**src/rtl/irq_coalescer_pkg.sv**
```systemverilog
package irq_coalescer_pkg;

   localparam int REG_W = 32;
   localparam int TIM_W = 8;

   // status bit positions that the block itself drives
   localparam int CB_RX_DMA   = 31;
   localparam int CB_DMA_ERR  = 29;
   localparam int CB_PERIODIC = 28;
   localparam int CB_TX_DMA   = 27;

   typedef enum logic [1:0] {
      RA_STATUS = 2'd0,
      RA_ENABLE = 2'd1,
      RA_TIMING = 2'd2,
      RA_SPARE  = 2'd3
   } reg_addr_e;

   typedef struct packed {
      logic err;
      logic urgent_rx;
      logic rx1;
      logic rx0;
      logic tx1;
      logic tx0;
   } dma_evt_t;

   typedef enum logic [1:0] {
      CS_IDLE  = 2'd0,
      CS_WAIT  = 2'd1,
      CS_FIRED = 2'd2
   } coal_state_e;

endpackage

```
**src/rtl/irq_tick_div.sv**
```systemverilog
module irq_tick_div #(
   parameter int TICK_CYCLES = 32
) (
   input  logic clk,
   input  logic rst_n,
   input  logic restart,
   output logic tick
);
   localparam int PW = (TICK_CYCLES > 1) ? $clog2(TICK_CYCLES) : 1;
   localparam logic [PW-1:0] LAST = PW'(TICK_CYCLES - 1);
   localparam logic [PW-1:0] STEP = PW'(1);

   logic [PW-1:0] presc_q;

   assign tick = !restart && (presc_q == LAST);

   always_ff @(posedge clk or negedge rst_n) begin
      if (!rst_n)
         presc_q <= '0;
      else if (restart || tick)
         presc_q <= '0;
      else
         presc_q <= presc_q + STEP;
   end
endmodule

```
**src/rtl/irq_status_w1c.sv**
```systemverilog
module irq_status_w1c #(
   parameter int WIDTH = 32
) (
   input  logic             clk,
   input  logic             rst_n,
   input  logic [WIDTH-1:0] set_vec,
   input  logic [WIDTH-1:0] clr_vec,
   output logic [WIDTH-1:0] status
);
   logic [WIDTH-1:0] nxt;

   for (genvar b = 0; b < WIDTH; b++) begin : g_bit
      // a hardware set outranks a host clear on the same bit
      assign nxt[b] = set_vec[b] | (status[b] & ~clr_vec[b]);
   end

   always_ff @(posedge clk or negedge rst_n) begin
      if (!rst_n)
         status <= '0;
      else
         status <= nxt;
   end
endmodule

```
**src/rtl/irq_periodic.sv**
```systemverilog
module irq_periodic #(
   parameter int TICK_CYCLES = 32,
   parameter int PER_W       = 8
) (
   input  logic             clk,
   input  logic             rst_n,
   input  logic             restart,
   input  logic [PER_W-1:0] period,
   output logic             fire
);
   localparam logic [PER_W-1:0] ONE = PER_W'(1);

   logic             enabled;
   logic             tick;
   logic [PER_W-1:0] cnt_q;

   assign enabled = (period != '0);

   irq_tick_div #(.TICK_CYCLES(TICK_CYCLES)) u_div (
      .clk     (clk),
      .rst_n   (rst_n),
      .restart (restart || !enabled),
      .tick    (tick)
   );

   assign fire = tick && (cnt_q == (period - ONE));

   always_ff @(posedge clk or negedge rst_n) begin
      if (!rst_n)
         cnt_q <= '0;
      else if (restart || !enabled)
         cnt_q <= '0;
      else if (tick)
         cnt_q <= fire ? '0 : cnt_q + ONE;
   end
endmodule

```
**src/rtl/irq_coal_fsm.sv**
```systemverilog
module irq_coal_fsm
   import irq_coalescer_pkg::*;
#(
   parameter int TICK_CYCLES = 32,
   parameter int CNT_W       = 8
) (
   input  logic             clk,
   input  logic             rst_n,
   input  logic             pending,
   input  logic             urgent,
   input  logic [CNT_W-1:0] coal_val,
   output logic             irq
);
   localparam logic [CNT_W-1:0] ONE = CNT_W'(1);

   coal_state_e      state_q, state_d;
   logic [CNT_W-1:0] cnt_q, cnt_d;
   logic             tick;

   irq_tick_div #(.TICK_CYCLES(TICK_CYCLES)) u_div (
      .clk     (clk),
      .rst_n   (rst_n),
      .restart (state_q != CS_WAIT),
      .tick    (tick)
   );

   always_comb begin
      state_d = state_q;
      cnt_d   = cnt_q;
      unique case (state_q)
         CS_IDLE: begin
            cnt_d = coal_val;
            if (urgent || (pending && coal_val == '0))
               state_d = CS_FIRED;
            else if (pending)
               state_d = CS_WAIT;
         end
         CS_WAIT: begin
            if (urgent || coal_val == '0)
               state_d = CS_FIRED;
            else if (!pending)
               state_d = CS_IDLE;
            else if (tick) begin
               if (cnt_q == ONE)
                  state_d = CS_FIRED;
               else
                  cnt_d = cnt_q - ONE;
            end
         end
         CS_FIRED: begin
            if (!pending && !urgent)
               state_d = CS_IDLE;
         end
         default: state_d = CS_IDLE;
      endcase
   end

   always_ff @(posedge clk or negedge rst_n) begin
      if (!rst_n) begin
         state_q <= CS_IDLE;
         cnt_q   <= '0;
      end else begin
         state_q <= state_d;
         cnt_q   <= cnt_d;
      end
   end

   assign irq = (state_q == CS_FIRED);
endmodule

```
**src/rtl/irq_coalescer.sv**
```systemverilog
module irq_coalescer
   import irq_coalescer_pkg::*;
#(
   parameter int          TICK_CYCLES = 4000,
   parameter logic [7:0]  COAL_RESET  = 8'h40
) (
   input  logic        clk,
   input  logic        rst_n,
   input  logic [31:0] cause_set_i,
   input  logic [5:0]  dma_evt_i,
   input  logic        hipri_rx_i,
   input  logic        reg_wr_i,
   input  logic [1:0]  reg_addr_i,
   input  logic [31:0] reg_wdata_i,
   output logic [31:0] reg_rdata_o,
   output logic        host_irq_o
);
   if (TICK_CYCLES < 1) begin : g_bad_tick
      $error("irq_coalescer: TICK_CYCLES must be at least 1");
   end
   if ($bits(dma_evt_t) != 6) begin : g_bad_dma
      $error("irq_coalescer: DMA event layout must be 6 bits");
   end

   dma_evt_t         dma;
   logic [REG_W-1:0] status_q, mask_q, set_vec, clr_vec, dma_fold;
   logic [TIM_W-1:0] coal_q, per_q;
   logic             hi_now, per_fire, pending, timing_wr;

   assign dma       = dma_evt_t'(dma_evt_i);
   assign hi_now    = hipri_rx_i | dma.urgent_rx;
   assign timing_wr = reg_wr_i && (reg_addr_e'(reg_addr_i) == RA_TIMING);

   always_comb begin
      dma_fold              = '0;
      dma_fold[CB_RX_DMA]   = dma.rx0 | dma.rx1 | hi_now;
      dma_fold[CB_TX_DMA]   = dma.tx0 | dma.tx1;
      dma_fold[CB_DMA_ERR]  = dma.err;
      dma_fold[CB_PERIODIC] = per_fire;
   end

   assign set_vec = cause_set_i | dma_fold;
   assign clr_vec = (reg_wr_i && reg_addr_e'(reg_addr_i) == RA_STATUS) ? reg_wdata_i : '0;

   irq_status_w1c #(.WIDTH(REG_W)) u_status (
      .clk     (clk),
      .rst_n   (rst_n),
      .set_vec (set_vec),
      .clr_vec (clr_vec),
      .status  (status_q)
   );

   always_ff @(posedge clk or negedge rst_n) begin
      if (!rst_n) begin
         mask_q <= '0;
         coal_q <= COAL_RESET;
         per_q  <= '0;
      end else if (reg_wr_i) begin
         if (reg_addr_e'(reg_addr_i) == RA_ENABLE)
            mask_q <= reg_wdata_i;
         if (timing_wr) begin
            coal_q <= reg_wdata_i[TIM_W-1:0];
            per_q  <= reg_wdata_i[2*TIM_W-1:TIM_W];
         end
      end
   end

   always_comb begin
      unique case (reg_addr_e'(reg_addr_i))
         RA_STATUS: reg_rdata_o = status_q;
         RA_ENABLE: reg_rdata_o = mask_q;
         RA_TIMING: reg_rdata_o = {{(REG_W-2*TIM_W){1'b0}}, per_q, coal_q};
         default:   reg_rdata_o = '0;
      endcase
   end

   irq_periodic #(.TICK_CYCLES(TICK_CYCLES), .PER_W(TIM_W)) u_periodic (
      .clk     (clk),
      .rst_n   (rst_n),
      .restart (timing_wr),
      .period  (per_q),
      .fire    (per_fire)
   );

   assign pending = |(status_q & mask_q);

   irq_coal_fsm #(.TICK_CYCLES(TICK_CYCLES), .CNT_W(TIM_W)) u_fsm (
      .clk      (clk),
      .rst_n    (rst_n),
      .pending  (pending),
      .urgent   (hi_now && mask_q[CB_RX_DMA]),
      .coal_val (coal_q),
      .irq      (host_irq_o)
   );
endmodule

```
**config.mk**
```make
export PLATFORM = sky130hd
export DESIGN_NAME = irq_coalescer
export DESIGN_NICKNAME = d
export VERILOG_FILES = /design/src/rtl/irq_coalescer_pkg.sv /design/src/rtl/irq_tick_div.sv /design/src/rtl/irq_status_w1c.sv /design/src/rtl/irq_periodic.sv /design/src/rtl/irq_coal_fsm.sv /design/src/rtl/irq_coalescer.sv
export SDC_FILE = /design/constraint.sdc
export NUM_CORES = 1
export LEC_CHECK = 0
export BUFFER_PORTS_ARGS = -buffer_cell sky130_fd_sc_hd__buf_2
export CORE_MARGIN = 1
export CORE_UTILIZATION = 35
export CTS_CLUSTER_SIZE = 12
export DETAILED_ROUTE_END_ITERATION = 10
export SYNTH_ARGS = -nofsm -noshare
export SYNTH_HDL_FRONTEND = slang
export SYNTH_SLANG_ARGS = --single-unit
export TNS_END_PERCENT = 50
```
**constraint.sdc**
```tcl
create_clock -name clk -period 2.8 [get_ports clk]
set_input_delay 0.42 -clock clk [delete_from_list [all_inputs] [get_ports clk]]
set_output_delay 0.42 -clock clk [all_outputs]
set_load 0.005 [all_outputs]
```
==> impl_results.md, run 1 <==
- Gr ovfl total: 0
- Multi-input gate area: ~0.003 mm2
- Outcome: finished, final reports clean
- Kind of critical path: register to register
- Cell area after synthesis: 0.006191 mm2
- DR top layer: met5
- Vias in the first global route: a little over 5000
- Power density over the cells: ~740 mW/mm2
- Crit path time final: about 2.4 ns
- Required @ worst endpoint: just over 3 ns
- Syn Inst Count: roughly 600
- Die outline width: approximately 130 um
- P_leak: 3.349 nW
- Area of the die: 0.01822 mm2
- Worst-path clk slew: approximately 0.06 ns
- H-tree depth: 4
- DR iter-0 viols: ~230
- Slew Viols, Final: 0
- Worst Path Max Fanout: 12
- Final setup viols: 0
- Register area: ~0.003 mm2
- Via count: about 4900
- Placed Instances: about 920
- Initial Utilization: 35.79%
- Routability Congestion: ~0.83
- Yosys cell types: 52
- Filler instances: between 1500 and 2000
- Resized Gates After CTS: 0
- Worst min path class: input port to asynchronous set/reset pin
- Synth warn: 0
- Commonest non-fill, non-tap cell in the layout: dfrtp_1
- PortBufs: 108
- Core ar.: 0.01730 mm2
- Antenna diode count: 0
- FFs w/ async S/R, synth: 100.0%
- CP Capture Type: register
- Syn avg cell area: 10.40 um2
- GRT Total Usage: between 10% and 20%
- Metal-1 WL: around 7.2 mm
- Yosys reg bits: approximately 120
- Worst-skew pair later-pin latency: 0.43 ns
- Final Non-Filler Cells: ~950
- Routed len/inst: 17.27 um
- Worst slew margin: between 40 and 50%
- Main synth FF type: dfrtp_1
- Hold buffer count at CTS: 0
- Largest net degree at the start of global routing: 53
- Setup Total Neg Slack: 0 ns
- Register area share after synthesis: 49.33%
- Total CTS buffers: 17
- Most frequent cells in the layout: dfrtp_1, buf_2, nand2_1, nor2_1, mux2_2
- Layout Nets: 793
- Drt first pass iters: 5
- Final Hold Fails: 0
- Met3 WL post-DR: around 850 um
- First-pass GRT wire length: ~27 mm
- Antenna violations before repair: 1
- Floorplan row count: 48
- Clock Path Buffers: 2
- Vias per cell: 5.213
- EDFF count, synth: 0
- # clock sinks: ~120
- Slew @ Worst Pin: around 0.75 ns
- # Post-CTS Setup Buffers: 0
- Max Cap Viol: 0
- Final Skew: between 0.01 and 0.015 ns
- CTS tree: yes
- IO Pins: between 100 and 150
- Met2 wire len: 7.830 mm
- Routed WL: between 15 and 20 mm
- VDD IR max: 451.7 uV
- Post-route DRC violation count: 0
- Worst Setup Start Kind: register
- CP arrival: approximately 2.7 ns
- CTS root buf: clkbuf_16
- Post-Synthesis Net Count: around 680
- Minimum hold slack: 0.05221 ns
- Share of the clock period used by the worst path: between 80% and 90%
- Post-DP HPWL: about 12 mm
- RSZ-0062 raised after global routing: false
- Layout area overhead: 23.99%
- Ratio of cells with drive above 1 in the final layout: between 20% and 30%
- Antenna viol nets, final: 0
- Max Clk Rate: slightly above 0.4 GHz
- Chip height: between 100 and 150 um
==> registers in the layout (all words and copies together) (netlist names) <==
register and flops:
coal_q 8, mask_q 32, per_q 8, u_fsm.cnt_q 8
u_fsm.state_q 2, u_fsm.u_div.presc_q 12, u_periodic.cnt_q 8, u_periodic.u_div.presc_q 12
u_status.status 32
==> cell type report <==
type | count | share of cell area, %
Clock inverter | 14 | 2.543
Clock buffer | 18 | 5.721
Inverter | 6 | 0.2934
Multi-Input combinational cell | 442 | 39.22
Sequential cell | 122 | 39.79
Timing Repair Buffer | 122 | 8.769
Tap cell | 225 | 3.667
==> path summary, 6_finish.rpt <==
kind / start / endpoint / slack [ns] / depth (start not counted)
worst max-delay path: per_q[4] / u_periodic.cnt_q[1] / 0.40 / 5
worst min-delay path: rst_n / mask_q[27] / 0.05 / 1
worst max register to register: per_q[4] / u_periodic.cnt_q[1] / 0.40 / 5
worst min register to register: u_fsm.u_div.presc_q[0] / u_fsm.u_div.presc_q[0] / 0.49 / 1
max in group asynchronous: rst_n / u_status.status[4] / 2.00 / 2
min in group clk: cause_set_i[10] / u_status.status[10] / 0.17 / 2
==> cells in the mapped netlist, types with 2 or more instances <==
master / count / area (um2)
dfrtp_1: 121 / 3028
nand2_1: 74 / 277.8
nor2_1: 65 / 244.0
mux2_2: 48 / 540.5
mux2i_1: 35 / 350.3
a21o_1: 28 / 210.2
o21ai_0: 23 / 115.1
nand3_1: 21 / 105.1
clkbuf_1: 18 / 67.56
xnor2_1: 16 / 140.1
xor2_1: 15 / 131.4
nand4_1: 12 / 75.07
a21oi_1: 10 / 50.05
a22oi_1: 8 / 60.06
ha_1: 6 / 75.07
inv_1: 6 / 22.52
nor3_1: 6 / 30.03
and3_1: 5 / 31.28
and4_1: 5 / 43.79
buf_1: 5 / 18.77
nand2b_1: 5 / 31.28
nor2b_1: 5 / 31.28
a221oi_1: 4 / 35.03
a22o_1: 4 / 35.03
and2_1: 4 / 25.02
or2_2: 4 / 25.02
or4_1: 4 / 30.03
a211o_1: 3 / 26.28
a211oi_1: 3 / 22.52
nor3b_1: 3 / 22.52
a31oi_1: 2 / 12.51
buf_6: 2 / 22.52
nand3b_1: 2 / 15.01
nor4_1: 2 / 12.51
o211ai_1: 2 / 15.01
o22ai_1: 2 / 12.51
or4_4: 2 / 22.52
==> layer usage <==
metal	global-route usage, %	vias to the layer above
met3	4.917	31
met1	24.11	2409
met2	31.87	146
met4	9.051	2
li1	-	2359
met5	0	-
==> cell families after synthesis <==
family / after synthesis / synth area share [%]
xor gates and xnor gates: 31 / 4.386
muxes: 83 / 14.39
DFF: 122 / 49.33
and+or+nand+nor: 223 / 17.12
adders and majority gates: 6 / 1.213
AOI/OAI and AO/OA: 99 / 11.44
buffers and inverters: 31 / 2.122
==> worst max-delay path, stage by stage, from the launching register on <==
cell and delay, ns:
dfrtp_1 0.45, or4_4 0.57, o41ai_2 0.22, o211ai_1 0.13, or4_4 0.64, a32o_1 0.28
==> report_power, final <==
part / internal (mW) / total (mW) / switching [mW]
logic: 0.502 / 1.02 / 0.514
clock network: 1.52 / 2.35 / 0.839
registers: 2.02 / 2.30 / 0.283
total: 4.04 / 5.67 / 1.64
==> metrics by stage <==
step	setup slack [ns]	cell area, um2	util, %	total power, mW
finish	0.3952	7676	44.38	5.675
global route	0.2566	7676	44.38	5.967
CTS	0.4086	7676	44.38	5.726
detailed placement	0.4189	7042	40.71	3.347
global placement	0.4701	7042	40.71	3.309
floorplan	0.4821	6191	-	2.937
Note: power is estimated with default switching activity, not from simulation.
==> run 2: changes to the inputs <==
--- a/config.mk
+++ b/config.mk
@@ -5,6 +5,7 @@
 export SDC_FILE = /design/constraint.sdc
 export NUM_CORES = 1
 export LEC_CHECK = 0
+export ABC_AREA = 1
 export BUFFER_PORTS_ARGS = -buffer_cell sky130_fd_sc_hd__buf_2
 export CORE_MARGIN = 1
 export CORE_UTILIZATION = 35
==> run 2 against run 1 <==
  * Clock skew shrank 0.0061 ns
  * Sequential share of layout area shrank 1.0 points
  * Largest cell class unchanged
  * Clock power shrank 4%
  * Critical endpoint is now reg_rdata_o[1]
  * Sequential power shrank 4%
==> impl_results.md, run 2 <==
- IO Pins: 109
- Total CTS buffers: 17
- Share of the clock period used by the worst path: between 60% and 70%
- Yosys top cell by area: dfrtp_1
- Die outline width: approximately 140 um
- Worst Setup Start Kind: input port
- Final Non-Filler Cells: between 1000 and 1500
- Vias per cell: roughly 4.7
- Final setup viols: 0
- Routed len/inst: roughly 13 um
- Core ar.: about 0.018 mm2
- Layout Nets: roughly 1000
- Yosys cell types: 37
- Reg power frac: a little under two fifths
- Cell area after synthesis: ~0.0065 mm2
- Cell Chain, Critical Path: buf_2 > inv_1 > nor2_2 > buf_4 > nand2_1 > o211ai_1 > buf_2
- Count leader, synth: nand2_1
- Floorplan row count: about 50
- Routed WL: approximately 16 mm
- Routability Congestion: 0.7812
- Area of the die: 0.01900 mm2
- Outcome: finished, final reports clean
- Worst-path clk slew: ~0.050 ns
- DR iter-0 viols: between 300 and 400
- Minimum hold slack: between 0.09 and 0.1 ns
- Worst Path Max Fanout: 9
- Syn avg cell area: 7.724 um2
- Top cells by area, synth: dfrtp_1, nand2_1, o21ai_0, inv_1, nor2_1
- EDFF count, synth: 0
- Slew @ Worst Pin: around 0.7 ns
- CP delay by family, top: buffers and inverters
- Initial Utilization: around 36%
- H-tree depth: 4
- Vias in the first global route: approximately 5400
- Chip height: about 140 um
- Switching Power: about 1.8 mW
- Clk network pwr share: between 30% and 40%
- Worst-skew pair later-pin latency: ~0.42 ns
- Placed Instances: around 1200
- Post-DP HPWL: 11.28 mm
- Top-area cell type share of the netlist area: 46.89%
- Largest regs: mask_q x32, u_status.status x32
- Worst slew margin: a little over half
- Crit path from: reg_addr_i[0]
- PortBufs: 108
- Synth warn: 0
- Kind of critical path: input port to primary output
- Most frequent cells in the layout: nand2_1, inv_1, dfrtp_1, buf_2, o21ai_0
- Critical Path Most Common Cell: buf_2
- Largest net degree at the start of global routing: 123
- Post-Synthesis Net Count: around 920
- Reg2Reg Depth: 10
- Worst path depth: 7
- WP buf/inv: 4
- GRT Total Usage: a little under a fifth
- First-pass GRT wire length: 26.46 mm
- CTS root buf: clkbuf_16
- Gate power share: a little under a quarter
- Main synth FF type: dfrtp_1
- Slowest CP cell: nor2_2
- Antenna diode count: 0
- Final Skew: between 0.005 and 0.006 ns
- Yosys reg bits: approximately 120
- Gr ovfl total: 0
- Layout area overhead: 22.03%
- # clock sinks: 122
- Worst min path class: input port to asynchronous set/reset pin
- Drt first pass iters: 5
- CTS tree: yes
- Slew Viols, Final: 0
- Post-route DRC violation count: 0
- Crit path time final: about 1.9 ns
- Power density over the cells: 731.5 mW/mm2
- Post-synth top cells: nand2_1, inv_1, dfrtp_1
- Resized Gates After CTS: 0
- Commonest non-fill, non-tap cell in the layout: nand2_1
- CP arrival: about 1.5 ns
- Antenna viol nets, final: 0
- Syn Inst Count: between 800 and 900
- Hold buffer count at CTS: 0
- CP max stage delay: approximately 0.31 ns
- VDD IR max: between 400 and 500 uV
- Via count: around 5600
- Internal power: roughly 4 mW
- Max Cap Viol: 0
- P_leak: 3.932 nW
- Final Hold Fails: 0
- CP Capture Type: primary output
- Setup Total Neg Slack: 0 ns
- # Post-CTS Setup Buffers: 0
- RSZ-0062 raised after global routing: false
- Clock Path Buffers: 2
- Crit path capture: reg_rdata_o[1]
- R2R Path Start: u_fsm.u_div.presc_q[0]
- Sw Ratio: 31.65%
- FFs w/ async S/R, synth: 100.0%
- R2r endpoint: u_fsm.cnt_q[7]
- Register area share after synthesis: approximately 47%
- Required @ worst endpoint: between 2 and 2.5 ns
- Antenna violations before repair: 0
- Pwr Total: a little under 6 mW
- Max Clk Rate: roughly 0.53 GHz
- Ratio of cells with drive above 1 in the final layout: around 21%
- Worst reg-to-reg setup slack: 0.92 ns
==> run 2: worst min path at each step <==
stage / from / end / depth (start not counted)
2_1_floorplan: rst_n / coal_q[0] / 0
3_3_place_gp: u_fsm.u_div.presc_q[0] / u_fsm.u_div.presc_q[0] / 1
3_5_place_dp: u_fsm.u_div.presc_q[0] / u_fsm.u_div.presc_q[0] / 1
4_1_cts: rst_n / coal_q[7] / 2
5_1_grt: rst_n / coal_q[5] / 2
6_report: rst_n / coal_q[5] / 2
==> run 2: through the flow <==
step,setup slack (ns),utilization (%),area [um2]
after floorplan,1.233,-,6457
after global placement,0.8745,40.37,7277
after detailed placement,0.8472,40.37,7277
after CTS,0.9056,43.72,7880
after global routing,0.6794,43.72,7880
final,0.9058,43.72,7880
==> run 2: cell type report <==
type                    instances  area, um2
fillers                      1795      10140
flip-flops and latches        122       3054
multi-input cells             559       2805
repair buffers                118      643.1
inverters                     130      488.0
clock buffers                  19      452.9
well taps                     229      286.5
clock inverters                13      150.1
==> run 2: cell families after synthesis <==
group | count (synthesis) | synth area share, %
XOR/XNOR | 16 | 2.170
buffers and inverters | 155 | 9.339
AO/OA/AOI/OAI | 155 | 14.30
flip-flops | 122 | 47.30
AND/OR/NAND/NOR | 382 | 25.73
adder cells (fa/ha/maj) | 6 | 1.163
==> run 2: power groups by stage <==
| stage | clock (mW) | sequential [mW] | combinational [mW] |
|---|---|---|---|
| floorplan | 0 | 2.18 | 0.980 |
| global placement | 0 | 2.23 | 1.31 |
| detailed placement | 0 | 2.23 | 1.32 |
| CTS | 2.31 | 2.20 | 1.33 |
| global route | 2.38 | 2.24 | 1.53 |
| finish | 2.25 | 2.20 | 1.31 |
==> run 2: metal layers <==
| layer | up-vias | wire, um | GRT usage (%) |
|---|---|---|---|
| met2 | 132 | 7355 | 29.06 |
| met3 | 12 | 739 | 5.224 |
| met5 | - | 0 | 0 |
| met4 | 0 | 202 | 5.314 |
| met1 | 2557 | 7544 | 24.04 |
| li1 | 2876 | - | - |
